$ cat config.mk
export PLATFORM = sky130hd
export DESIGN_NAME = gfm_mastrovito
export DESIGN_NICKNAME = d
export VERILOG_FILES = /design/src/rtl/gfm_pkg.sv /design/src/rtl/gfm_clmul.sv /design/src/rtl/gfm_reduce.sv /design/src/rtl/gfm_mastrovito.sv
export SDC_FILE = /design/constraint.sdc
export NUM_CORES = 1
export LEC_CHECK = 0
export BUFFER_PORTS_ARGS = -buffer_cell sky130_fd_sc_hd__buf_2
export CORE_AREA = 10 10 47 49
export DETAILED_ROUTE_END_ITERATION = 6
export DIE_AREA = 0 0 57 59
export PLACE_DENSITY = 0.41
export SLEW_MARGIN = 20
export SYNTH_ARGS = -nofsm -noshare
export SYNTH_HDL_FRONTEND = slang
export SYNTH_SLANG_ARGS = --single-unit
export TNS_END_PERCENT = 100
$ cat constraint.sdc
create_clock -name vclk -period 1.4
set_input_delay 0.14 -clock vclk [all_inputs]
set_output_delay 0.14 -clock vclk [all_outputs]
set_load 0.01 [all_outputs]
$ cat src/rtl/gfm_pkg.sv
package gfm_pkg;

  localparam int unsigned GFM_MAXW = 64;

  typedef logic [GFM_MAXW-1:0] gfm_word_t;

  // Residue of alpha^pw modulo poly, as a k-bit vector in the low bits.
  function automatic gfm_word_t gfm_residue(input gfm_word_t poly,
                                            input int unsigned k,
                                            input int unsigned pw);
    gfm_word_t r;
    r    = '0;
    r[0] = 1'b1;
    for (int unsigned n = 0; n < pw; n++) begin
      r = r << 1;
      if (r[k]) r = r ^ poly;
    end
    return r;
  endfunction

  // Fold column for output bit j: bit (i-k) set when alpha^i mod P has bit j.
  function automatic gfm_word_t gfm_fold_column(input gfm_word_t poly,
                                                input int unsigned k,
                                                input int unsigned j);
    gfm_word_t col;
    gfm_word_t res;
    col = '0;
    for (int unsigned i = k; i <= 2 * k - 2; i++) begin
      res = gfm_residue(poly, k, i);
      col[i - k] = res[j];
    end
    return col;
  endfunction

endpackage

$ cat src/rtl/gfm_clmul.sv
module gfm_clmul #(
  parameter int unsigned K = 4,
  localparam int unsigned PW = 2 * K - 1
) (
  input  logic [K-1:0]  a_i,
  input  logic [K-1:0]  b_i,
  output logic [PW-1:0] s_o
);

  logic [PW-1:0] row [K];

  for (genvar i = 0; i < K; i++) begin : g_row
    assign row[i] = {{(K-1){1'b0}}, (a_i & {K{b_i[i]}})} << i;
  end

  always_comb begin
    s_o = '0;
    for (int i = 0; i < K; i++) s_o = s_o ^ row[i];
  end

endmodule

$ cat src/rtl/gfm_reduce.sv
module gfm_reduce
  import gfm_pkg::*;
#(
  parameter int unsigned K = 4,
  parameter logic [K:0]  POLY = 5'b11001,
  localparam int unsigned PW = 2 * K - 1,
  localparam int unsigned NHI = K - 1
) (
  input  logic [PW-1:0] s_i,
  output logic [K-1:0]  z_o
);

  logic [NHI-1:0] s_hi;
  assign s_hi = s_i[PW-1:K];

  for (genvar j = 0; j < K; j++) begin : g_col
    localparam gfm_word_t COLW = gfm_fold_column(gfm_word_t'(POLY), K, j);
    localparam logic [NHI-1:0] COL = COLW[NHI-1:0];
    assign z_o[j] = s_i[j] ^ (^(s_hi & COL));
  end

endmodule

$ cat src/rtl/gfm_mastrovito.sv
module gfm_mastrovito #(
  parameter int unsigned K = 4,
  parameter logic [K:0]  POLY = 5'b11001,
  localparam int unsigned PW = 2 * K - 1
) (
  input  logic [K-1:0] a_i,
  input  logic [K-1:0] b_i,
  output logic [K-1:0] z_o
);

  logic [PW-1:0] prod_s;
  logic          hi_any;

  gfm_clmul #(.K(K)) u_clmul (
    .a_i (a_i),
    .b_i (b_i),
    .s_o (prod_s)
  );

  assign hi_any = |prod_s[PW-1:K];

  gfm_reduce #(.K(K), .POLY(POLY)) u_reduce (
    .s_i (prod_s),
    .z_o (z_o)
  );

endmodule

==> results of run 1 <==
## through the flow
step	setup slack [ns]	cells	power, mW	hold WS (ns)	cell area (µm²)
finish	-0.00694	70	0.173	0.658	412
floorplan	0.0491	41	0.107	0.424	282
CTS	-0.0374	70	0.165	0.661	382
detailed placement	-0.0974	69	0.160	0.662	365
global route	-0.0896	70	0.190	0.689	412
global placement	-0.0635	69	0.160	0.670	365
## routing by layer
layer | global-route usage (%) | up-vias | share of wire [%]
li1 | - | 165 | -
met1 | 5.06 | 132 | 50
met2 | 6.67 | 6 | 47
met3 | 0.429 | 0 | 2.6
met4 | 0 | 0 | 0
met5 | 0 | - | 0
## what timing repair did
action,in CTS,in global routing
gates resized for setup,2,5
pin swaps,2,3
hold buffers,0,0
endpoints found under the setup margin,2,2
buffers inserted,1,0
## power by group
part / internal (mW) / leakage, nW / switching, mW / total, mW
Combinational: 0.0891 / 0.175 / 0.0843 / 0.173
Sequential: 0 / 0 / 0 / 0
Clock: 0 / 0 / 0 / 0
## worst max-delay path: cells and delay by family
family                    cells  cell delay (ns)
and+or+nand+nor               3             0.50
AOI/OAI and AO/OA             1             0.25
buffers and inverters         2             0.24
xor gates and xnor gates      1             0.13
## worst min path at each step
stage / endpoint / cells after the start / slack, ns / start
global placement: z_o[0] / 4 / 0.67 / a_i[0]
detailed placement: z_o[0] / 4 / 0.66 / a_i[0]
finish: z_o[0] / 4 / 0.66 / a_i[0]
CTS: z_o[0] / 4 / 0.66 / a_i[0]
global route: z_o[0] / 4 / 0.69 / a_i[0]
floorplan: z_o[0] / 2 / 0.42 / a_i[0]
## cells by family after synthesis
kind of cell,after synthesis,share of synthesized area (%)
multiplexers,2,7.56
AND/OR/NAND/NOR,20,38.7
XOR/XNOR,10,31.1
buffers and inverters,4,9.34
AO/OA/AOI/OAI,5,13.3
## cell usage in the layout, fill, tap and decap left out, drive strengths merged
cell type,count
a311oi,1
nand3b,2
nor3,1
o31ai,1
mux2,1
nand2,13
buf,17
and4b,1
a21oi,1
a22oi,1
mux2i,1
o31a,1
xnor2,8
xor2,2
nand3,1
nand2b,2
## layout make-up
class                      count  share of cell area [%]
multi-input combinational     37                    68.4
tap                           16                    4.86
timing repair buffer          17                    26.7
==> results.tsv, run 1 <==
metric	value	unit
outcome	finished with violations	
violations	setup timing	
grt_pass1_vias	275	
core_area	0.00140	mm²
crit_path_top_delay_cell	o31a_1	
max_slew_margin	81.4	%
crit_type	in2out	
ir_drop	0.106	mV
fin_crit_sh	100	%
dp_hpwl	603	µm
drive_gt1_share	40.7	%
area_growth	46.2	%
grt_pass1_wl	1.15	mm
io_pins	12	
antenna_cells	0	
multi_input_area	282	µm²
crit_chain	buf_6 -> nand2b_4 -> o31a_1 -> and4b_1 -> nor3_4 -> xnor2_1 -> buf_2	
cp_max_fo	2	
final-setup-viol-count	1	
final_util	29.4	%
drc	0	
via_per_inst	4.33	
register_area	0	µm²
via_count	303	
row_count	14	
antenna_left	0	
endpoint	z_o[0]	
finalWorstPathRequiredPeriod	1.41	ns
fillers	164	
setup_tns	-0.00694	ns
synth_area_leaders	xnor2_1 25%, nand2_1 17%, xor2_1 6.2%	
initialDrtViolationCount	3	
syn_nets	49	
power_density	421	mW/mm²
gr-total-overflow	0	
drv_cap	0	
wl	691	µm
critical-path-max-stage-delay	0.25	ns
syn_inst	41	
drtPass1Iterations	2	
fmaxAchievable	711	MHz
yosysWarnings	0	
wl_per_cell	9.87	µm
finalWeightedCongestion	0.719	
cp.arrival	1.27	ns
rsz0062_at_grt	true	
slew_violations	0	
tightestPinTransition	0.280	ns
die-area	0.00336	mm²
grt_max_degree	9	
die_x	57	µm
critPathCaptureType	output pin	
seq_cell_count	0	
ys_types	19	
synth_area	282	µm²
synth_most_common_cell	nand2_1	
chipHeight	59	µm
worstPathRequired	1.26	ns
hp-class	in2out	
synth_commonest_cells	13 x nand2_1, 8 x xnor2_1, 2 x clkbuf_1, 2 x nand3b_1, 2 x xor2_1	
startpoint	b_i[2]	
cp-start-kind	input pin	
final_nets	64	
synth.largest_area_cell	xnor2_1	
yosys.area.top_type_share	24.9	%
avgSynthCellArea	6.87	µm²
start_util	20.1	%
p_leak	0.175	nW
hold_viol	0	
ys_seq_area_share	0	%
antenna_found_initial	0	
finalWorstSetupSlack	-0.00694	ns
clock_buffers	0	
portBuffers	12	
grt_util_all_layers	3.79	%
(Power assumes the default switching activity.)
==> run 2: changes to the inputs <==
--- a/config.mk
+++ b/config.mk
@@ -6,10 +6,12 @@
 export NUM_CORES = 1
 export LEC_CHECK = 0
 export BUFFER_PORTS_ARGS = -buffer_cell sky130_fd_sc_hd__buf_2
+export CAP_MARGIN = 20
 export CORE_AREA = 10 10 47 49
 export DETAILED_ROUTE_END_ITERATION = 6
 export DIE_AREA = 0 0 57 59
 export PLACE_DENSITY = 0.41
+export RECOVER_POWER = 50
 export SLEW_MARGIN = 20
 export SYNTH_ARGS = -nofsm -noshare
 export SYNTH_HDL_FRONTEND = slang
==> constraint.sdc (replaced) <==
create_clock -name vclk -period 1.5
set_input_delay 0.15 -clock vclk [all_inputs]
set_output_delay 0.15 -clock vclk [all_outputs]
set_load 0.01 [all_outputs]
==> run 2 against run 1 <==
  * The flow now finishes without violations
  * First-iteration DRC count fell by 33%
  * Cell area fell by 5.8%
  * Via count fell by 3.6%
  * Critical path depth fell by 1
  * Die area did not move
  * Critical path type unchanged
  * Hold slack improved by 0.024 ns
  * Sequential share of layout area did not move
  * Clock-buffer cell count did not move
  * Non-clock buffer count fell by 1
==> results.tsv, run 2 (synthesized netlist as in run 1, its figures left out) <==
metric	value	unit	change
outcome	completed		
die_x	57	µm	unchanged
tightestPinTransition	0.282	ns	+0.00196 ns
max_slew_margin	81.2	%	-0.13 points
finalWorstPathRequiredPeriod	1.41	ns	
register_area	0	µm²	unchanged
critPathCaptureType	output pin		
p_leak	0.165	nW	-5.9%
area_growth	37.8	%	
path_common_cell	buf_2		
antenna_cells	0		unchanged
grt_pass1_wl	1.04	mm	-9.6%
hold_viol	0		unchanged
cp.arrival	1.26	ns	about the same
crit_type	in2out		
final_cell_mix	13 x nand2_1, 10 x buf_2, 8 x xnor2_1, 4 x buf_4		
grt_max_degree	9		unchanged
hp-class	in2out		
grt_pass1_vias	257		-6.5%
worst-path-buf-inv	2		unchanged
critical-path-max-stage-delay	0.32	ns	+0.07 ns
slew_violations	0		unchanged
crit_path_top_delay_cell	o31a_1		
dp_hpwl	582	µm	-3.4%
die-area	0.00336	mm²	unchanged
setup_tns	0	ns	+0.00694 ns
p_total	0.154	mW	-11%
finalWeightedCongestion	0.696		-3.2%
drc	0		unchanged
holdWs	0.682	ns	+0.0241 ns
min_to	z_o[0]		
dpl_worst_slack	-0.0115	ns	+0.0859 ns
drv_cap	0		unchanged
drtPass1Iterations	2		unchanged
ir_drop	0.0949	mV	-10%
hold_depth	4		unchanged
fmaxAchievable	708	MHz	
holdCritStartpoint	a_i[0]		
gr-total-overflow	0		unchanged
final-setup-viol-count	0		-1
portBuffers	12		unchanged
seq_cell_count	0		unchanged
final_util	27.7	%	-1.7 points
crit_chain	buf_2 -> o31a_1 -> and4b_1 -> nor3_4 -> xnor2_1 -> buf_2		
path_delay_family	simple AND/OR/NAND/NOR gates		
rsz0062_at_grt	true		
row_count	14		unchanged
antenna_left	0		unchanged
drive_gt1_share	37.7	%	-3.0 points
start_util	20.1	%	unchanged
initialDrtViolationCount	2		-1
cp-start-kind	input pin		
via_count	292		-3.6%
cp_max_fo	8		+6
cts-hold-fix-buffers	0		unchanged
worstPathRequired	1.35	ns	+0.09 ns
core_area	0.00140	mm²	unchanged
finalWorstSetupSlack	0.0873	ns	+0.0943 ns
io_pins	12		unchanged
grt_util_all_layers	3.41	%	-0.38 points
antenna_found_initial	0		unchanged
clock_buffers	0		unchanged
chipHeight	59	µm	unchanged
via_per_inst	4.23		-2.2%
wl	692	µm	+0.14%
layout_commonest_cell	nand2_1		
wl_per_cell	10.0	µm	+1.6%
final_nets	63		-1.6%
fin_crit_sh	94.2	%	
power_density	396	mW/mm²	-6.0%
run 2: cell types whose count changed in the layout (fill, tap and decap cells not counted):
| cell | delta |
|---|---|
| buf_6 | -1 |
| o31ai_4 | -1 |
| buf_4 | -1 |
| clkbuf_1 | +1 |
| o31ai_2 | +1 |
run 2: worst max path at each step:
stage | start | endpoint | slack (ns) | cells after the start
5_1_grt | b_i[1] | z_o[0] | -0.01 | 7
3_5_place_dp | b_i[2] | z_o[0] | -0.01 | 7
2_1_floorplan | b_i[2] | z_o[0] | 0.13 | 6
4_1_cts | b_i[2] | z_o[0] | 0.03 | 7
3_3_place_gp | b_i[2] | z_o[0] | 0.02 | 7
6_report | b_i[1] | z_o[0] | 0.09 | 6
run 2: power breakdown:
group	leakage, nW	total [mW]	internal, mW	switching [mW]
combinational	0.165	0.154	0.0772	0.0764
clock	0	0	0	0
sequential	0	0	0	0
total	0.165	0.154	0.0772	0.0764
run 2: metrics by stage:
stage	instances	area (µm²)
after global routing	69	388
after global placement	68	358
after floorplan	41	282
final	69	388
after CTS	68	358
after detailed placement	68	358
run 2: area by class of cell:
type,count,area [µm²]
multi-input cells,37,273
well taps,16,20.0
fillers,168,1010
repair buffers,16,95.1
run 2: tightest hold or removal path: cells and delay by family:
family | cells | cell delay (ns)
xor+xnor | 1 | 0.06
simple gates | 1 | 0.07
buf+inv | 2 | 0.25
run 2: routing by layer:
layer,track usage (%),wire length [µm]
met1,3.89,321
met2,6.20,326
met3,1.29,45
met4,0,0
met5,0,0
run 2: repair_timing:
action	in CTS	in global routing
resized for setup	0	4
pin swaps	1	1
buffers inserted	0	1
setup endpoints to repair	2	2
==> run 3: changes to the inputs <==
--- a/config.mk
+++ b/config.mk
@@ -7,13 +7,13 @@
 export LEC_CHECK = 0
 export BUFFER_PORTS_ARGS = -buffer_cell sky130_fd_sc_hd__buf_2
 export CAP_MARGIN = 20
-export CORE_AREA = 10 10 47 49
+export CORE_AREA = 2 2 39 41
 export DETAILED_ROUTE_END_ITERATION = 6
-export DIE_AREA = 0 0 57 59
+export DIE_AREA = 0 0 41 43
 export PLACE_DENSITY = 0.41
 export RECOVER_POWER = 50
 export SLEW_MARGIN = 20
 export SYNTH_ARGS = -nofsm -noshare
 export SYNTH_HDL_FRONTEND = slang
 export SYNTH_SLANG_ARGS = --single-unit
-export TNS_END_PERCENT = 100
+export TNS_END_PERCENT = 5
==> run 3 against run 2 <==
  * Clock-buffer cell count stayed put
  * Cell area is 1.3% lower
  * Global-route usage is 4.0 points higher
  * Critical path type unchanged
  * Combinational power hardly changed
==> results.tsv, run 3 (synthesized netlist as in run 1, its figures left out) <==
metric	value	unit	change
register_area	0	µm²	unchanged
drtPass1Iterations	4		+2
drive_gt1_share	36.5	%	-1.2 points
antenna_left	0		unchanged
drc	0		unchanged
fmaxAchievable	693	MHz	-2.1%
path_delay_family	simple AND/OR/NAND/NOR gates		
crit_type	in2out		
slew_violations	0		unchanged
final-setup-viol-count	0		unchanged
hold_viol	0		unchanged
critical-path-max-stage-delay	0.25	ns	-0.07 ns
cp.arrival	1.29	ns	+0.03 ns
cp-start-kind	input pin		
core_area	0.00138	mm²	-1.2%
seq_cell_count	0		unchanged
hp-class	in2out		
area_growth	36.0	%	
initialDrtViolationCount	2		unchanged
grt_pass1_wl	1.00	mm	-3.9%
start_util	20.3	%	+0.25 points
finalWeightedCongestion	0.626		-10%
chipHeight	43	µm	-27%
portBuffers	12		unchanged
crit_chain	buf_6 -> nand2b_4 -> o31a_1 -> and4b_1 -> nor3_4 -> xnor2_1 -> buf_2		
die_x	41	µm	-28%
worstPathRequired	1.35	ns	about the same
io_pins	12		unchanged
ir_drop	0.0716	mV	-25%
die-area	0.00176	mm²	-48%
crit_path_top_delay_cell	o31a_1		
grt_max_degree	9		unchanged
p_leak	0.161	nW	-2.5%
outcome	completed		
via_count	298		+2.1%
layout_commonest_cell	nand2_1		
worst-path-buf-inv	2		unchanged
cp_max_fo	2		-6
critPathCaptureType	output pin		
power_density	396	mW/mm²	about the same
setup_tns	0	ns	unchanged
final_cell_mix	13 x nand2_1, 9 x buf_2, 8 x xnor2_1, 3 x buf_4		
p_total	0.152	mW	-1.3%
via_per_inst	4.38		+3.6%
gr-total-overflow	0		unchanged
rsz0062_at_grt	false		
clock_buffers	0		unchanged
wl	618	µm	-11%
drv_cap	0		unchanged
dp_hpwl	515	µm	-11%
cts-hold-fix-buffers	0		unchanged
antenna_cells	0		unchanged
wl_per_cell	9.09	µm	-9.4%
row_count	14		unchanged
fin_crit_sh	96.2	%	+2.0 points
final_nets	62		-1.6%
grt_util_all_layers	7.39	%	+4.0 points
finalWorstPathRequiredPeriod	1.44	ns	+0.0298 ns
max_slew_margin	80.3	%	-0.97 points
cts_setup_buffers	0		unchanged
grt_pass1_vias	233		-9.3%
antenna_found_initial	0		unchanged
tightestPinTransition	0.296	ns	+0.0145 ns
==> run 3: cell types whose count changed in the layout (fill, tap and decap cells not counted), sizes merged <==
cell / previous run / this run
buf: 15 / 13
clkbuf: 1 / 2
==> run 3: path summary, 6_finish.rpt <==
path	from	end	slack, ns	cells past startpoint
worst max-delay path	b_i[2]	z_o[0]	0.06	7
worst min-delay path	a_i[0]	z_o[0]	0.68	4
==> run 3: final cells by class <==
| class | count | area (µm²) |
|---|---|---|
| tap | 16 | 20.0 |
| timing repair buffer | 15 | 90.1 |
| multi-input combinational | 37 | 273 |
| fill | 165 | 1000 |
==> run 3: timing repair <==
action / CTS / global route
setup endpoints to repair: 2 / 2
pin swaps: 1 / 1
hold endpoints to repair: 0 / 0
gates resized for setup: 0 / 5
==> run 3: per-layer routing <==
layer  wire, µm  global-route usage [%]
met5          0                       0
met2        292                    12.2
met1        294                    11.1
met4          0                       0
met3         31                       0
==> run 3: tightest hold or removal path: cells and delay by family <==
kind	cells	cell delay [ns]
buffers and inverters	2	0.25
AND/OR/NAND/NOR	1	0.07
XOR/XNOR	1	0.06
==> run 3: stage by stage <==
| stage | hold slack (ns) | setup slack (ns) | std cells | area [µm²] | utilization [%] |
|---|---|---|---|---|---|
| 3_5_place_dp | 0.681 | -0.0355 | 68 | 358 | 25.9 |
| 5_1_grt | 0.714 | 0.00399 | 68 | 383 | 27.7 |
| 3_3_place_gp | 0.678 | -0.00910 | 68 | 358 | 25.9 |
| 2_1_floorplan | 0.444 | 0.129 | 41 | 282 | - |
| 6_report | 0.681 | 0.0575 | 68 | 383 | 27.7 |
| 4_1_cts | 0.682 | 0.00393 | 68 | 358 | 25.9 |
==> run 3: power by group <==
group | internal, mW | leakage, nW | switching (mW)
clock | 0 | 0 | 0
combinational | 0.0762 | 0.161 | 0.0753
sequential | 0 | 0 | 0
